### src/rtl/rt_pkg.sv
package rt_pkg;

   localparam int unsigned RT_DW    = 16;
   localparam int unsigned RT_CFG_W = 10;

   typedef enum logic [1:0] {
      RT_REG_COUNT  = 2'd0,
      RT_REG_MODE   = 2'd1,
      RT_REG_TARGET = 2'd2,
      RT_REG_NONE   = 2'd3
   } rt_reg_e;

   typedef enum logic [1:0] {
      RT_VAR_PIXEL = 2'd0,
      RT_VAR_LINE  = 2'd1,
      RT_VAR_DIV   = 2'd2
   } rt_variant_e;

   // stored configuration, bit 0 at the bottom
   typedef struct packed {
      logic       div8;       // 9
      logic       alt;        // 8
      logic       spare7;     // 7
      logic       rep_irq;    // 6
      logic       irq_wrap;   // 5
      logic       irq_hit;    // 4
      logic       clr_on_hit; // 3
      logic [1:0] sync_sel;   // 2:1
      logic       sync_on;    // 0
   } rt_cfg_t;

endpackage

### src/rtl/rt_tick_gen.sv
module rt_tick_gen #(
   parameter bit          IS_DIV   = 1'b0,
   parameter int unsigned DIV_LOG2 = 3
) (
   input  logic clk,
   input  logic rst_n,
   input  logic restart,
   input  logic alt_on,
   input  logic ext_tick,
   output logic tick_en
);

   logic [DIV_LOG2-1:0] pre_q;

   always_ff @(posedge clk or negedge rst_n) begin
      if (!rst_n)       pre_q <= '0;
      else if (restart) pre_q <= '0;
      else              pre_q <= pre_q + 1'b1;
   end

   always_comb begin
      if (!alt_on)     tick_en = 1'b1;
      else if (IS_DIV) tick_en = &pre_q;
      else             tick_en = ext_tick;
   end

endmodule

### src/rtl/rt_sync_ctl.sv
module rt_sync_ctl #(
   parameter bit IS_DIV = 1'b0
) (
   input  logic       clk,
   input  logic       rst_n,
   input  logic       restart,
   input  logic       sync_on,
   input  logic [1:0] sync_sel,
   input  logic       blank,
   output logic       run,
   output logic       zero_req
);

   logic blank_q;
   logic armed_q;
   logic blank_rise;

   assign blank_rise = blank & ~blank_q;

   always_ff @(posedge clk or negedge rst_n) begin
      if (!rst_n) begin
         blank_q <= 1'b0;
         armed_q <= 1'b0;
      end else begin
         blank_q <= blank;
         if (restart)         armed_q <= 1'b0;
         else if (blank_rise) armed_q <= 1'b1;
      end
   end

   always_comb begin
      run      = 1'b1;
      zero_req = 1'b0;
      if (sync_on) begin
         if (IS_DIV) begin
            run = (sync_sel == 2'd1) || (sync_sel == 2'd2);
         end else begin
            unique case (sync_sel)
               2'd0: run = ~blank;
               2'd1: run = 1'b1;
               2'd2: run = blank;
               2'd3: run = armed_q;
            endcase
            zero_req = blank_rise && ((sync_sel == 2'd1) || (sync_sel == 2'd2));
         end
      end
   end

endmodule

### src/rtl/rt_count_core.sv
module rt_count_core #(
   parameter int unsigned CNT_W = 16
) (
   input  logic             clk,
   input  logic             rst_n,
   input  logic             load,
   input  logic [CNT_W-1:0] load_val,
   input  logic             clear,
   input  logic             step,
   input  logic             rst_on_hit,
   input  logic [CNT_W-1:0] target,
   output logic [CNT_W-1:0] cnt_o,
   output logic             hit_o,
   output logic             wrap_o
);

   logic [CNT_W-1:0] cnt_q;

   assign cnt_o  = cnt_q;
   assign hit_o  = step && (cnt_q == target);
   assign wrap_o = step && (&cnt_q);

   always_ff @(posedge clk or negedge rst_n) begin
      if (!rst_n)          cnt_q <= '0;
      else if (load)       cnt_q <= load_val;
      else if (clear)      cnt_q <= '0;
      else if (step) begin
         if (hit_o && rst_on_hit) cnt_q <= '0;
         else                     cnt_q <= cnt_q + 1'b1;
      end
   end

endmodule

### src/rtl/rt_root_counter.sv
module rt_root_counter
   import rt_pkg::*;
#(
   parameter rt_variant_e VARIANT  = RT_VAR_LINE,
   parameter int unsigned CNT_W    = 16,
   parameter int unsigned DIV_LOG2 = 3
) (
   input  logic        clk,
   input  logic        rst_n,
   input  logic [1:0]  addr_i,
   input  logic        wr_en_i,
   input  logic        rd_en_i,
   input  logic [15:0] wdata_i,
   output logic [15:0] rdata_o,
   input  logic        alt_tick_i,
   input  logic        blank_i,
   output logic        irq_o
);

   localparam bit IS_DIV = (VARIANT == RT_VAR_DIV);

   if (CNT_W < 4 || CNT_W > RT_DW) begin : g_bad_cnt_w
      $error("rt_root_counter: CNT_W must lie in 4..16");
   end
   if (DIV_LOG2 < 1 || DIV_LOG2 > 8) begin : g_bad_div
      $error("rt_root_counter: DIV_LOG2 must lie in 1..8");
   end

   rt_cfg_t          cfg_q;
   logic [CNT_W-1:0] tgt_q;
   logic [CNT_W-1:0] cnt;
   logic             hit_f_q, wrap_f_q, evt_f_q, fired_q, irq_q;

   rt_reg_e reg_sel;
   logic    mode_wr, cnt_wr, tgt_wr, mode_rd, any_wr;
   logic    alt_on, tick_en, run, zero_req, step, zero;
   logic    hit_ev, wrap_ev, fire;

   assign reg_sel = rt_reg_e'(addr_i);
   assign mode_wr = wr_en_i && (reg_sel == RT_REG_MODE);
   assign cnt_wr  = wr_en_i && (reg_sel == RT_REG_COUNT);
   assign tgt_wr  = wr_en_i && (reg_sel == RT_REG_TARGET);
   assign mode_rd = rd_en_i && !wr_en_i && (reg_sel == RT_REG_MODE);
   assign any_wr  = mode_wr || cnt_wr;

   assign alt_on  = IS_DIV ? cfg_q.div8 : cfg_q.alt;

   rt_tick_gen #(
      .IS_DIV  (IS_DIV),
      .DIV_LOG2(DIV_LOG2)
   ) u_tick (
      .clk     (clk),
      .rst_n   (rst_n),
      .restart (mode_wr),
      .alt_on  (alt_on),
      .ext_tick(alt_tick_i),
      .tick_en (tick_en)
   );

   rt_sync_ctl #(
      .IS_DIV(IS_DIV)
   ) u_sync (
      .clk     (clk),
      .rst_n   (rst_n),
      .restart (mode_wr),
      .sync_on (cfg_q.sync_on),
      .sync_sel(cfg_q.sync_sel),
      .blank   (blank_i),
      .run     (run),
      .zero_req(zero_req)
   );

   assign step = run && tick_en && !zero_req && !any_wr;
   assign zero = zero_req && !any_wr;

   rt_count_core #(
      .CNT_W(CNT_W)
   ) u_core (
      .clk       (clk),
      .rst_n     (rst_n),
      .load      (cnt_wr),
      .load_val  (wdata_i[CNT_W-1:0]),
      .clear     (mode_wr || zero),
      .step      (step),
      .rst_on_hit(cfg_q.clr_on_hit),
      .target    (tgt_q),
      .cnt_o     (cnt),
      .hit_o     (hit_ev),
      .wrap_o    (wrap_ev)
   );

   assign fire = ((hit_ev && cfg_q.irq_hit) || (wrap_ev && cfg_q.irq_wrap))
                 && (cfg_q.rep_irq || !fired_q);

   always_ff @(posedge clk or negedge rst_n) begin
      if (!rst_n) begin
         cfg_q    <= '0;
         tgt_q    <= '0;
         hit_f_q  <= 1'b0;
         wrap_f_q <= 1'b0;
         evt_f_q  <= 1'b0;
         fired_q  <= 1'b0;
         irq_q    <= 1'b0;
      end else begin
         irq_q <= fire;
         if (tgt_wr) tgt_q <= wdata_i[CNT_W-1:0];
         if (mode_wr) begin
            cfg_q    <= rt_cfg_t'(wdata_i[RT_CFG_W-1:0]);
            hit_f_q  <= 1'b0;
            wrap_f_q <= 1'b0;
            evt_f_q  <= 1'b0;
            fired_q  <= 1'b0;
         end else begin
            hit_f_q  <= hit_ev  || (hit_f_q  && !mode_rd);
            wrap_f_q <= wrap_ev || (wrap_f_q && !mode_rd);
            evt_f_q  <= evt_f_q || hit_ev || wrap_ev;
            fired_q  <= fired_q || fire;
         end
      end
   end

   assign irq_o = irq_q;

   always_comb begin
      unique case (reg_sel)
         RT_REG_COUNT:  rdata_o = RT_DW'(cnt);
         RT_REG_MODE:   rdata_o = {3'b000, wrap_f_q, hit_f_q, evt_f_q, cfg_q};
         RT_REG_TARGET: rdata_o = RT_DW'(tgt_q);
         default:       rdata_o = '0;
      endcase
   end

endmodule

### config.mk
export PLATFORM = sky130hd
export DESIGN_NAME = rt_root_counter
export DESIGN_NICKNAME = d
export VERILOG_FILES = /design/src/rtl/rt_pkg.sv /design/src/rtl/rt_tick_gen.sv /design/src/rtl/rt_sync_ctl.sv /design/src/rtl/rt_count_core.sv /design/src/rtl/rt_root_counter.sv
export SDC_FILE = /design/constraint.sdc
export NUM_CORES = 1
export LEC_CHECK = 0
export BUFFER_PORTS_ARGS = -buffer_cell sky130_fd_sc_hd__buf_2
export CAP_MARGIN = 20
export CELL_PAD_IN_SITES_DETAIL_PLACEMENT = 1
export CELL_PAD_IN_SITES_GLOBAL_PLACEMENT = 1
export CORE_MARGIN = 2
export CORE_UTILIZATION = 40
export CTS_CLUSTER_SIZE = 28
export DETAILED_ROUTE_END_ITERATION = 8
export GPL_ROUTABILITY_DRIVEN = 0
export PLACE_DENSITY = 0.82
export SLEW_MARGIN = 30
export SYNTH_ARGS = -nofsm -noshare
export SYNTH_HDL_FRONTEND = slang
export SYNTH_SLANG_ARGS = --single-unit
### constraint.sdc
create_clock -name clk -period 3.3 [get_ports clk]
set_clock_uncertainty 0.15 [all_clocks]
set_input_delay 0.66 -clock clk [delete_from_list [all_inputs] [get_ports clk]]
set_output_delay 0.66 -clock clk [all_outputs]
set_load 0.01 [all_outputs]
==> impl_metrics.toml, run 1 <==
[outcome]
status = "completed"

[power]
p_leak_nw = 1.53
seqPwrFrac_pct = 49.2
p_int_mw = 1.15
switchingPower_mw = 0.635
comb_power_share_pct = 30.6
sw_frac_of_total_pct = 35.5
clkPwrFrac_pct = 20.2
ir_worst_vdd_mv = 0.167
p_per_area_nw_per_um2 = 537
power_mw = 1.79

[cells_and_area]
multiInputGateArea_um2 = 1580
nFillCells = 834
fin_cells = 415
fin_nets = 344
antenna_cells = 0
area_delta_synth_final_pct = 14.3
ff_latch_area_um2 = 1230
drive_gt1_share_pct = 31.3
utilization_pct = 46.6

[drt]
vias_per_cell = 5.58
wirelength_um = 7740
ant_nets = 0
drt_pass1_iterations = 4
drt_iter0_markers = 82
drcViolationCount = 0
drt-wirelength-per-cell_um = 18.6
via_count = 2314

[cts]
cts_setup_buffers = 0
clockRootBuffer = "clkbuf_8"
cts_tree = "built"
htree_num_levels = 2
clk_latency_ns = 0.31
clockBufferDepth = 2
cts_resized = 0
clk_pin_slew_ns = 0.09
numCtsBuffers = 5
clock-sinks = 49
hold_buffers = 0

[global_routing]
grt_pass1_vias = 2365
antenna_found_initial = 0
grt.total_usage_pct = 21.0
grt_pass1_wl_um = 12500
gr-total-overflow = 0
grt_max_degree = 38

[flow_run]
drv_cap = 0

[worst_setup_path]
critPathCaptureType = "flop"
cp.required_ns = 3.34
cp-start-kind = "flop"
cp.arrival_ns = 2.84
rr_worst_depth = 9
worstPathMaxFanout = 13
crit_type = "flop to flop"

[sta]
setup_ws_ns = 0.503
rsz0062_at_grt = "false"
hold_violations = 0
setup_tns_ns = 0
fin_crit_sh_pct = 84.8
setup_viol = 0
drv_slew = 0
worstMarginPinSlew_ns = 0.841
slew_headroom_pct = 43.9
fin_crit_ns = 2.80
fmax_mhz = 357

[synth]
synth_compound_area_share_pct = 14.9
synth_warnings = 0
syn_area_um2 = 2910
ys_seq_elements = 49
synthFlopType = "dfrtp_1"
synth_cell_type_count = 53
synthArstFlopShare_pct = 100
synth_top_family_by_area = "simple AND/OR/NAND/NOR gates"
synth_cells = 272
synthAdderAreaFrac_pct = 1.72
synthSimpleGateAreaFrac_pct = 16.9
synth_fp_nets = 300
synth_area_leaders = "dfrtp_1, mux2_2, mux2i_1"
synth_top_area_share_pct = 42.2
synth_edf_count = 0
synth-xor-area-share_pct = 5.34
avgSynthCellArea_um2 = 10.7
synth_top_area_cell = "dfrtp_1"
ys_seq_area_share_pct = 42.2
synth.area.mux_share_pct = 15.6
synth_most_common_cell = "dfrtp_1"
synth_common_cells = "dfrtp_1, mux2_2, nand2_1"

[placed_design]
pre_cts_ws_ns = 0.521
dp_cells = 408
dp_hpwl_um = 5950
portBuffers = 40

[floorplanning]
io_pins = 41
die_w_um = 89.3
start_util_pct = 40.7
die-height_um = 89.3
die-area_um2 = 7970
coreArea_um2 = 7140
fp-row-count = 31

[hold_path]
min_path_type = "primary input to async pin"
-- cells in the final DEF (no fill, tap or decap), types with 4 or more instances in the layout --
cell,Yosys,final
ha_1,4,4
xnor2_1,6,6
buf_2,4,40
a22oi_1,4,4
buf_4,1,11
nor2b_1,4,4
xor2_1,8,8
mux2_2,26,26
a221o_1,10,10
nor4b_1,5,5
mux2i_1,16,16
nor2_1,8,8
dfrtp_1,49,49
o21ai_1,4,4
a21oi_1,8,8
o21ai_0,21,21
and3_1,7,7
inv_1,6,6
nand2_1,22,22
and2_1,6,6
clkbuf_8,0,6
-- per-layer routing --
layer  vias to the layer above  global-route usage, %  share of wire [%]
li1                       1084                      -                  -
met1                      1156                   27.6                 46
met2                        58                   34.5                 48
met3                        16                   3.69                4.0
met4                         0                   7.87                2.6
met5                         -                      0                  0
-- layout make-up --
| type | count | area share [%] |
|---|---|---|
| repair buffers | 51 | 8.51 |
| clock buffers | 7 | 2.60 |
| well taps | 99 | 3.73 |
| multi-input cells | 203 | 47.6 |
| inverters | 6 | 0.678 |
| flip-flops and latches | 49 | 36.9 |
-- cells by family (layout without fill, tap and decap cells) --
group	count (synthesis)	after routing
muxes	42	42
xor gates and xnor gates	16	16
buffers and inverters	20	64
DFF	49	49
AOI/OAI and AO/OA	61	61
and+or+nand+nor	80	80
adders and majority gates	4	4
-- power groups by stage --
stage / combinational [mW] / clock [mW] / sequential (mW)
after global placement: 0.527 / 0 / 0.875
after global routing: 0.606 / 0.392 / 0.901
after floorplan: 0.405 / 0 / 0.830
after detailed placement: 0.552 / 0 / 0.889
after CTS: 0.555 / 0.368 / 0.877
final: 0.547 / 0.361 / 0.878
-- sequential cells by signal (all words and copies together), names as in the netlist --
| name | cells |
|---|---|
| tgt_q | 16 |
| u_core.cnt_o | 16 |
| cfg_q | 9 |
| alt_on | 1 |
| evt_f_q | 1 |
| fired_q | 1 |
| hit_f_q | 1 |
| irq_o | 1 |
| u_sync.armed_q | 1 |
| u_sync.blank_q | 1 |
| wrap_f_q | 1 |
-- critical path, cell delays in order (launching register included) --
cell     delay, ns
dfrtp_1       0.44
inv_1         0.11
ha_1          0.29
and4b_1       0.25
nor3b_2       0.23
nand4_2       0.17
o21ai_4       0.35
buf_4         0.25
o21ai_0       0.11
a221o_1       0.32
-- final timing paths --
| check | start | slack (ns) | to |
|---|---|---|---|
| hold / removal | rst_n | 0.30 | irq_o |
| setup reg to reg | cfg_q[2] | 0.50 | u_core.cnt_o[4] |
| min in group clk | fired_q | 0.32 | irq_o |
| hold reg to reg | fired_q | 0.32 | irq_o |
| max in group asynchronous | rst_n | 2.06 | tgt_q[7] |
| setup / recovery | cfg_q[2] | 0.50 | u_core.cnt_o[4] |
-- through the flow --
stage	hold WS [ns]	instance area [um^2]
after CTS	0.322	3320
after global placement	0.283	3240
after global routing	0.342	3320
final	0.302	3320
after floorplan	0.214	2910
after detailed placement	0.311	3240
(Power assumes the default switching activity.)
==> run 2, diff against run 1 <==
clock period = 2.6 ns   (was 3.3 ns; I/O delays follow)
==> impl_metrics.toml, run 2 (synthesis results as in run 1) <==
[sta]
slew_headroom_pct = 66.3
fin_crit_ns = 2.51
hold_violations = 0
fin_crit_sh_pct = 96.5
setup_viol = 0
worstMarginPinSlew_ns = 0.506
drv_slew = 0
hold-worst-slack_ns = 0.0278
fmax_mhz = 398

[worst_setup_path]
rr_worst_depth = 10
r2r-start = "cfg_q[1]"
crit_type = "flop to flop"
r2r_end = "u_core.cnt_o[8]"
critPathCaptureType = "flop"
cp-start-kind = "flop"
cp.required_ns = 2.65
cp.arrival_ns = 2.56
critical_path.endpoint = "u_core.cnt_o[8]"
worstPathMaxFanout = 6
rrSetupSlack_ns = 0.09
crit_start = "cfg_q[1]"

[global_routing]
grt_pass1_wl_um = 13500
grt_pass1_vias = 2574
grt_max_degree = 50
gr-total-overflow = 0
antenna_found_initial = 0
grt.total_usage_pct = 22.8

[cells_and_area]
nFillCells = 828
utilization_pct = 49.0
mostFrequentLayoutCell = "dfrtp_1"
area_delta_synth_final_pct = 20.4
layout_common_cells = "dfrtp_1, buf_2, mux2_2, nand2_1"
drive_gt1_share_pct = 36.0
fin_cells = 432
antenna_cells = 0
fin_nets = 360

[floorplanning]
io_pins = 41
die_w_um = 89.3
start_util_pct = 40.7
coreArea_um2 = 7140
die-area_um2 = 7970
die-height_um = 89.3
fp-row-count = 31

[drt]
wirelength_um = 8380
drt_iter0_markers = 147
via_count = 2425
drt-wirelength-per-cell_um = 19.4
drt_pass1_iterations = 4
drcViolationCount = 0
vias_per_cell = 5.61
ant_nets = 0

[power]
clkPwrFrac_pct = 19.0
sw_frac_of_total_pct = 36.4
comb_power_share_pct = 35.9
seqPwrFrac_pct = 45.2
p_leak_nw = 1.63
p_int_mw = 1.52
ir_worst_vdd_mv = 0.238
p_per_area_nw_per_um2 = 681
power_mw = 2.38
switchingPower_mw = 0.868

[placed_design]
dp_hpwl_um = 5970
portBuffers = 40
dp_cells = 418

[cts]
clockRootBuffer = "clkbuf_8"
numCtsBuffers = 5
clock-sinks = 49
cts_tree = "built"
htree_num_levels = 2
clockBufferDepth = 2
clk_latency_ns = 0.31
hold_buffers = 0
clk_pin_slew_ns = 0.09

[outcome]
status = "completed"

[hold_path]
min_path_type = "primary input to async pin"

[flow_run]
drv_cap = 0
==> run 2: repair_timing <==
action,in CTS,in global routing
pin swaps,1,5
setup endpoints to repair,5,12
buffers inserted,2,4
endpoints found under the hold margin,0,0
gates resized for setup,0,10
==> run 2: metrics by stage <==
stage / area, um^2 / TNS [ns] / setup WS, ns
global route: 3500 / -0.00591 / -0.00591
CTS: 3430 / 0 / 0.0750
detailed placement: 3340 / -0.0165 / -0.0152
finish: 3500 / 0 / 0.0904
floorplan: 2910 / 0 / 0.268
global placement: 3340 / 0 / 0.131
==> run 2: cell type report <==
cell class                 count  area (um^2)  share of cell area, %
timing repair buffer          67          443                   12.7
clock buffer                   6         72.6                   2.07
multi-input combinational    203         1600                   45.8
clock inverter                 2         10.0                  0.286
sequential                    49         1230                   35.0
inverter                       6         22.5                  0.644
tap                           99          124                   3.54
==> run 2: how the worst min path moves through the flow <==
| stage | from | to | slack [ns] | depth (start not counted) |
|---|---|---|---|---|
| after floorplan | rst_n | alt_on | 0.07 | 0 |
| after global placement | fired_q | irq_o | 0.28 | 1 |
| after detailed placement | fired_q | irq_o | 0.30 | 1 |
| after CTS | rst_n | wrap_f_q | 0.05 | 2 |
| after global routing | rst_n | irq_o | 0.05 | 2 |
| final | rst_n | irq_o | 0.03 | 2 |
==> run 2: power groups by stage <==
stage / combinational [mW] / clock, mW / sequential (mW)
3_5_place_dp: 0.800 / 0 / 1.09
6_report: 0.855 / 0.452 / 1.08
3_3_place_gp: 0.767 / 0 / 1.07
2_1_floorplan: 0.514 / 0 / 1.05
4_1_cts: 0.811 / 0.465 / 1.07
5_1_grt: 0.938 / 0.497 / 1.10
==> run 2: worst max-delay path, stage by stage, from the launching register on <==
cell and delay (ns):
dfrtp_1 0.41, inv_2 0.10, ha_4 0.20, and4b_2 0.27, nor3b_4 0.23, nand4_2 0.15
o21ai_4 0.25, buf_6 0.14, buf_6 0.10, o21ai_1 0.07, a221o_1 0.33
==> run 2: metal layers <==
| layer | vias up | GRT usage (%) | wire length, um |
|---|---|---|---|
| li1 | 1120 | - | - |
| met5 | - | 0 | 0 |
| met4 | 0 | 7.60 | 140 |
| met2 | 56 | 38.3 | 4230 |
| met1 | 1238 | 30.7 | 3660 |
| met3 | 11 | 2.77 | 347 |
==> run 3, diff against run 2 <==
PLACE_DENSITY = unset   (was 0.82)
PLACE_DENSITY_LB_ADDON = 0.1   (was unset)
SYNTH_HIERARCHICAL = 1   (was unset)
==> impl_metrics.toml, run 3 <==
[outcome]
status = "completed"

[global_routing]
antenna_found_initial = 0
grt_pass1_vias = 2622
grt_pass1_wl_um = 14100
grt.total_usage_pct = 21.6
gr-total-overflow = 0
grt_max_degree = 28

[sta]
setup_viol = 0
hold_violations = 0
rsz0062_at_grt = "true"
worstMarginPinSlew_ns = 0.575
drv_slew = 0
fmax_mhz = 407
setup_tns_ns = 0
fin_crit_ns = 2.46
fin_crit_sh_pct = 94.5
slew_headroom_pct = 61.7

[power]
comb_power_share_pct = 35.2
p_leak_nw = 1.64
clkPwrFrac_pct = 19.4
p_int_mw = 1.72
sw_frac_of_total_pct = 38.4
p_per_area_nw_per_um2 = 789
seqPwrFrac_pct = 45.3
ir_worst_vdd_mv = 0.357
switchingPower_mw = 1.07

[cells_and_area]
nFillCells = 880
utilization_pct = 48.7
antenna_cells = 0
layout_common_cells = "dfrtp_1, buf_2, nand2_1, o21ai_0"
multiInputGateArea_um2 = 1680
fin_nets = 381
drive_gt1_share_pct = 29.5
ff_latch_area_um2 = 1230
area_delta_synth_final_pct = 17.2
mostFrequentLayoutCell = "dfrtp_1"

[cts]
numCtsBuffers = 5
clk_pin_slew_ns = 0.10
clockRootBuffer = "clkbuf_8"
hold_buffers = 0
cts_setup_buffers = 0
htree_num_levels = 2
clk_latency_ns = 0.31
clockBufferDepth = 2
clock-sinks = 49
cts_tree = "built"

[worst_setup_path]
cp_slowest_stage_delay_ns = 0.37
path_cells = "inv_1 -> ha_1 -> and3_1 -> a41oi_1 -> nand3_1 -> nor2_2 -> o21ai_0 -> nor3_2 -> and3_4 -> o31ai_1 -> a221o_1"
r2r-start = "cfg_q[1]"
crit_type = "flop to flop"
crit_start = "cfg_q[1]"
worstPathMaxFanout = 5
critPathCaptureType = "flop"
cp.arrival_ns = 2.50
cp.required_ns = 2.64
slowest_stage = "dfrtp_1"
cp-start-kind = "flop"
rr_worst_depth = 11

[synth]
synth_fp_nets = 332
synth_top_area_cell = "dfrtp_1"
synthFlopType = "dfrtp_1"
avgSynthCellArea_um2 = 9.94
synth_edf_count = 0
synthArstFlopShare_pct = 100
synth.area.mux_share_pct = 16.2
synth-xor-area-share_pct = 4.61
synth_area_leaders = "dfrtp_1, mux2i_1, mux2_2"
synth_cell_type_count = 53
synthSimpleGateAreaFrac_pct = 19.3
synth_warnings = 6
synth_most_common_cell = "dfrtp_1"
ys_seq_elements = 49
synth_top_area_share_pct = 40.7
synth_compound_area_share_pct = 12.4
syn_area_um2 = 3010
synth_cells = 303
synthAdderAreaFrac_pct = 2.08
synth_top_family_by_area = "simple AND/OR/NAND/NOR gates"
synth_common_cells = "dfrtp_1, nand2_1, o21ai_0"
ys_seq_area_share_pct = 40.7

[drt]
wl_met3_um = 272
ant_nets = 0
wl_met1_um = 4070
drcViolationCount = 0
vias_per_cell = 5.53
wirelength_um = 8380
top_layer_used = "met4"
drt_iter0_markers = 110
drt-wirelength-per-cell_um = 18.6
drt_pass1_iterations = 4
via_count = 2494
route.met2.wl_um = 3960

[hold_path]
min_path_type = "primary input to async pin"

[floorplanning]
io_pins = 41
die_w_um = 90.8
coreArea_um2 = 7250
die-height_um = 90.8
die-area_um2 = 8240
start_util_pct = 41.5
fp-row-count = 31

[placed_design]
portBuffers = 40
dp_hpwl_um = 6210

[flow_run]
drv_cap = 0
[run 3: changes by cell type in the layout (fill, tap and decap cells not counted), sizes merged, moves of 4 or more]
cell,delta
buf,-8
and2,-5
nand3,+11
nor4,+4
nor4b,-4
a22oi,+6
a221o,-7
nand2,+14
nor2,+4
inv,+4
[run 3: path summary, 6_finish.rpt]
kind / to / slack [ns]
min in group clk: u_sync/blank_q / 0.21
worst min register to register: irq_o / 0.31
worst max register to register: u_core/cnt_o[2] / 0.14
max in group asynchronous: tgt_q[0] / 1.69
worst max-delay path: u_core/cnt_o[2] / 0.14
worst min-delay path: cfg_q[6] / 0.04
[run 3: layout make-up]
class / instances / area share [%]
clock inverter: 2 / 0.993
clock buffer: 5 / 1.95
inverter: 10 / 1.06
sequential: 49 / 34.7
multi-input combinational: 227 / 47.6
timing repair buffer: 59 / 10.2
tap: 99 / 3.51
[run 3: what timing repair did]
item                                    4_1_cts  5_1_grt
pin swaps                                     0        2
endpoints found under the setup margin        2       19
gates resized for setup                       1        6
[run 3: power by group through the flow]
stage / Clock, mW / Combinational, mW / Sequential [mW]
floorplan: 0 / 0.689 / 1.17
global placement: 0 / 0.938 / 1.26
detailed placement: 0 / 0.960 / 1.27
CTS: 0.560 / 0.972 / 1.26
global route: 0.585 / 1.09 / 1.31
finish: 0.542 / 0.981 / 1.26
[run 3: critical path: cells and delay by family (launching register included)]
kind,cells,cell delay [ns]
AO/OA/AOI/OAI,4,0.64
adder cells (fa/ha/maj),1,0.21
buffers and inverters,1,0.07
flip-flops,1,0.37
AND/OR/NAND/NOR,5,0.90
[run 3: through the flow]
stage / total power, mW / area [um^2] / hold slack, ns / instances / worst slack (ns)
2_1_floorplan: 1.86 / 3010 / 0.0744 / 303 / 0.0170
3_3_place_gp: 2.20 / 3390 / 0.286 / 444 / 0.0471
3_5_place_dp: 2.23 / 3390 / 0.298 / 444 / -0.0147
4_1_cts: 2.79 / 3500 / 0.0611 / 451 / 0.0332
5_1_grt: 2.99 / 3530 / 0.100 / 451 / -0.0141
6_report: 2.79 / 3530 / 0.0409 / 451 / 0.143
[run 3: kinds of logic after synthesis]
logic type / count (synthesis)
simple gates: 108
compound gates: 56
flops: 49
mux: 43
buf+inv: 27
xor+xnor: 15
fa+ha+maj: 5
[run 3: routing by layer]
metal / GRT usage [%] / up-vias
li1: - / 1195
met1: 30.5 / 1256
met2: 35.6 / 37
met3: 2.59 / 6
met4: 4.55 / 0
met5: 0 / -
